File: src/rtl/wp_lookup.sv
module wp_lookup #(
  parameter int WAYS   = 2,
  parameter int SETS   = 8,
  parameter int ADDR_W = 10,
  parameter int DATA_W = 16,
  parameter int CNT_W  = 16
) (
  input  logic                      clk,
  input  logic                      rst_n,
  input  logic                      req_valid,
  input  logic [ADDR_W-1:0]         req_addr,
  output logic                      req_ready,
  input  logic                      fill_en,
  input  logic [ADDR_W-1:0]         fill_addr,
  input  logic [$clog2(WAYS)-1:0]   fill_way,
  input  logic [DATA_W-1:0]         fill_data,
  output logic                      rsp_valid,
  output logic                      rsp_hit,
  output logic                      rsp_fast,
  output logic                      rsp_miss,
  output logic [DATA_W-1:0]         rsp_data,
  output logic [CNT_W-1:0]          pred_good_cnt,
  output logic [CNT_W-1:0]          pred_bad_cnt
);
  localparam int IDX_W = $clog2(SETS);
  localparam int WAY_W = $clog2(WAYS);
  localparam int TAG_W = ADDR_W - IDX_W;

  logic [TAG_W-1:0]  tag_q  [SETS][WAYS];
  logic [DATA_W-1:0] data_q [SETS][WAYS];
  logic [WAYS-1:0]   vld_q  [SETS];
  logic [WAY_W-1:0]  pred_q [SETS];

  logic              s1_v, s2_v;
  logic [ADDR_W-1:0] s1_addr;
  logic [IDX_W-1:0]  s2_set;
  logic [WAY_W-1:0]  s2_way;
  logic [CNT_W-1:0]  good_q, bad_q;

  logic [IDX_W-1:0]  s1_set, f_set;
  logic [TAG_W-1:0]  s1_tag, f_tag;
  logic [WAYS-1:0]   match;
  logic [WAY_W-1:0]  guess, hit_way;
  logic              fast_hit, slow_hit, miss;

  assign s1_set = s1_addr[IDX_W-1:0];
  assign s1_tag = s1_addr[ADDR_W-1:IDX_W];
  assign f_set  = fill_addr[IDX_W-1:0];
  assign f_tag  = fill_addr[ADDR_W-1:IDX_W];
  assign guess  = pred_q[s1_set];

  for (genvar w = 0; w < WAYS; w++) begin : g_cmp
    assign match[w] = vld_q[s1_set][w] && (tag_q[s1_set][w] == s1_tag);
  end

  always_comb begin
    hit_way = '0;
    for (int w = WAYS - 1; w >= 0; w--)
      if (match[w]) hit_way = WAY_W'(w);
  end

  assign fast_hit = s1_v && match[guess];
  assign slow_hit = s1_v && (|match) && !match[guess];
  assign miss     = s1_v && !(|match);

  assign req_ready     = !slow_hit;
  assign rsp_valid     = fast_hit || miss || s2_v;
  assign rsp_hit       = fast_hit || s2_v;
  assign rsp_fast      = fast_hit;
  assign rsp_miss      = miss;
  assign rsp_data      = s2_v ? data_q[s2_set][s2_way] : data_q[s1_set][guess];
  assign pred_good_cnt = good_q;
  assign pred_bad_cnt  = bad_q;

  always_ff @(posedge clk) begin
    if (!rst_n) begin
      s1_v    <= 1'b0;
      s1_addr <= '0;
      s2_v    <= 1'b0;
      s2_set  <= '0;
      s2_way  <= '0;
      good_q  <= '0;
      bad_q   <= '0;
      for (int s = 0; s < SETS; s++) begin
        vld_q[s]  <= '0;
        pred_q[s] <= '0;
        for (int w = 0; w < WAYS; w++) begin
          tag_q[s][w]  <= '0;
          data_q[s][w] <= '0;
        end
      end
    end else begin
      s1_v <= req_valid && req_ready;
      if (req_valid && req_ready) s1_addr <= req_addr;
      s2_v   <= slow_hit;
      s2_set <= s1_set;
      s2_way <= hit_way;
      if (slow_hit) begin
        pred_q[s1_set] <= hit_way;
        bad_q          <= bad_q + CNT_W'(1);
      end
      if (fast_hit) good_q <= good_q + CNT_W'(1);
      if (fill_en) begin
        tag_q[f_set][fill_way]  <= f_tag;
        data_q[f_set][fill_way] <= fill_data;
        vld_q[f_set][fill_way]  <= 1'b1;
      end
    end
  end
endmodule

File: config.mk
export PLATFORM = sky130hd
export DESIGN_NAME = wp_lookup
export DESIGN_NICKNAME = d
export VERILOG_FILES = /design/src/rtl/wp_lookup.sv
export SDC_FILE = /design/constraint.sdc
export NUM_CORES = 1
export LEC_CHECK = 0
export BUFFER_PORTS_ARGS = -buffer_cell sky130_fd_sc_hd__buf_2
export CORE_MARGIN = 4
export CORE_UTILIZATION = 45
export DETAILED_ROUTE_END_ITERATION = 7
export PLACE_DENSITY = 0.69
export SETUP_SLACK_MARGIN = 0.05
export SLEW_MARGIN = 30
export SYNTH_ARGS = -nofsm -noshare
export SYNTH_HDL_FRONTEND = slang
export SYNTH_SLANG_ARGS = --single-unit
File: constraint.sdc
create_clock -name clk -period 7.5 [get_ports clk]
set_clock_uncertainty 0.2 [all_clocks]
set_input_delay 0.75 -clock clk [delete_from_list [all_inputs] [get_ports clk]]
set_output_delay 0.75 -clock clk [all_outputs]
set_load 0.01 [all_outputs]
==> out/qor.txt <==
Global route total overflow = 0
Synth Area in Simple Gates = 0.160
Async SR Flop Fraction = 0
Longest Clk Path Bufs = 3
Root Buffer = clkbuf_16
Initial core utilization = 0.458
Commonest non-fill, non-tap cell in the layout = and2_1
Path type of the worst min-delay path = register to register
Tot Pwr = 5.69 mW
FMAX = 0.197 GHz
Vias = 14300
EDFF count, synth = 368
Port bufs = 93
Buffer and inverter count on the worst path = 3
Total core area = 49300 µm²
Filler cells = 4142
Most frequent cells in the layout = and2_1 (379), edfxtp_1 (368), mux4_2 (159)
CTS tree = done
Worst-skew pair later-pin latency = 0.57 ns
Drt pass-1 iters = 5
Die Wd = 232 µm
Fin crit share = 0.677
Final Hold Fails = 0
Max_cap viols = 0
Num CTS Buffers = 45
Cell Pwr Density = 224 nW/µm²
Synth Area in Adders = 0.00111
Max IR drop VDD = 144 µV
Synth cell types = 53
Cell family with most CP delay = simple AND/OR/NAND/NOR gates
Total wire length = 61700 µm
Synth Cell Area = 22600 µm²
Row count = 81
Post-place instance area = 23900 µm²
CP peak stage delay = 0.78 ns
Leakage = 8.84 nW
Layout Utilization = 0.515
Compound-gate portion of the synthesized area = 0.0432
Vias per std cell = 6.03
Post-synthesis register bit count = 443
Post-route ant nets = 0
Initial antenna violation count = 4
Status = finished, final reports clean
CTS Hold Buffers Added = 0
Final HPWL DP = 36100 µm
Synth warn = 0
Max-slew violations = 0
Die ar. = 53800 µm²
DRC violation count after routing = 0
Clk slew on worst S/H paths = 0.06 ns
DR WL/cell = 26.0 µm
Rel. slew slack = 0.350
Post-CTS setup buffer count = 0
Post-synthesis sequential area ratio = 0.556
Post-route insts no fill = 2371
Setup-failing EPs final = 0
Crit-path cells = buf_4, nor2b_1, a22oi_1, a21o_1, a211o_1, or4_4, mux2_4, nor2_1, inv_1, buf_2
Tightest Pin Transition = 0.973 ns
CP Capture Type = primary output
Share of layout cells above drive strength 1 = 0.253
Synth Instances = 1625
Unrepaired setup endpoints after global routing = false
CTS H-tree depth = 2
Slowest cell on crit path = dfxtp_2
CP arrival = 4.12 ns
Num ports = 94
Crit-path max FO = 37
Multiplexer area fraction after synthesis = 0.208
Gr usage total = 0.229
Placed Cells = 2286
Nets = 1715
CP startpoint kind = register
Post-Synth XOR/XNOR Area = 0.00233
Routability congestion estimate = 0.837
Largest family of logic cells by synthesized area = multiplexers
Tmin final = 5.07 ns
Initial DRC count = 1339
Largest net degree at the start of global routing = 66
Top_reg_cell synth = edfxtp_1
Critical Path RT = 6.55 ns
Kind of critical path = register to primary output
Resize count post-CTS = 0
Setup_tns = 0 ns
First-pass GRT wire length = 92800 µm
Post-Syn Nets = 1668
Die Y = 232 µm
Final Instance Area = 25400 µm²
Mapped Avg Cell Area = 13.9 µm²
Number of global-route vias before repair = 14600
CTS Sinks = 443
Area growth syn-to-layout = 12.4%
## routing by layer
| layer | track usage | share of wire | vias up |
|---|---|---|---|
| met4 | 0.0687 | 0.025 | 2 |
| li1 | - | - | 6229 |
| met3 | 0.0369 | 0.071 | 106 |
| met5 | 0 | 0.00011 | - |
| met1 | 0.291 | 0.38 | 7402 |
| met2 | 0.407 | 0.52 | 568 |
## final timing paths
path,from,end,slack (ns),cells past startpoint
worst max register to register,register,pred_bad_cnt[6]$_SDFFE_PN0N_,3.25,10
worst min-delay path,vld_q[3][1]$_DFF_P_,vld_q[3][1]$_DFF_P_,0.25,1
worst min register to register,vld_q[3][1]$_DFF_P_,vld_q[3][1]$_DFF_P_,0.25,1
worst max-delay path,register,req_ready,2.43,10
## flip-flops by register name, summed over array words and instances, names as in the netlist, named ones only
name           flops
pred_bad_cnt      16
data_q           256
s1_v               1
vld_q             16
s2_v               1
s2_way             1
s1_addr           10
pred_good_cnt     16
tag_q            112
pred_q             8
## synth_stat cells (11+ instances only)
cell type	number	area, µm²
nand4_1	24	150
a31oi_1	12	75.1
a21o_1	18	135
clkbuf_1	100	375
a21oi_1	32	160
o211ai_1	13	97.6
mux2_2	30	338
mux2i_1	74	741
and3_1	11	68.8
and2_1	379	2370
nor2_1	37	139
o21ai_0	38	190
nand3_1	30	150
edfxtp_1	368	11100
nand2_1	53	199
nand2b_1	19	119
buf_1	18	67.6
or4_1	13	97.6
mux4_2	159	3580
dfxtp_1	75	1500
## metrics by stage
stage               setup WS, ns  hold WS [ns]
finish                      2.43         0.254
global route                2.20         0.268
CTS                         2.22         0.255
detailed placement          2.83         0.236
global placement            2.86         0.227
floorplan                   3.72         0.221
## power by group
group | internal, mW | switching [mW]
Combinational | 0.294 | 0.340
Clock | 1.24 | 0.933
Sequential | 2.79 | 0.0853
Total | 4.33 | 1.36
## cells by family after synthesis
group           count (synthesis)
buf+inv                       148
simple gates                  609
flops                         443
compound gates                152
xor+xnor                        6
mux                           265
fa+ha+maj                       2
## layout make-up
cell class                 count  area, µm²  share of cell area
antenna                        1       2.50           0.0000986
clock buffer                  67       1310              0.0517
clock inverter                14       97.6             0.00385
inverter                      11       41.3             0.00163
multi-input combinational   1034       9600               0.378
sequential                   443      12600               0.495
tap                          664        831              0.0327
timing repair buffer         137        918              0.0362
Power figures use the tool's default switching activity.
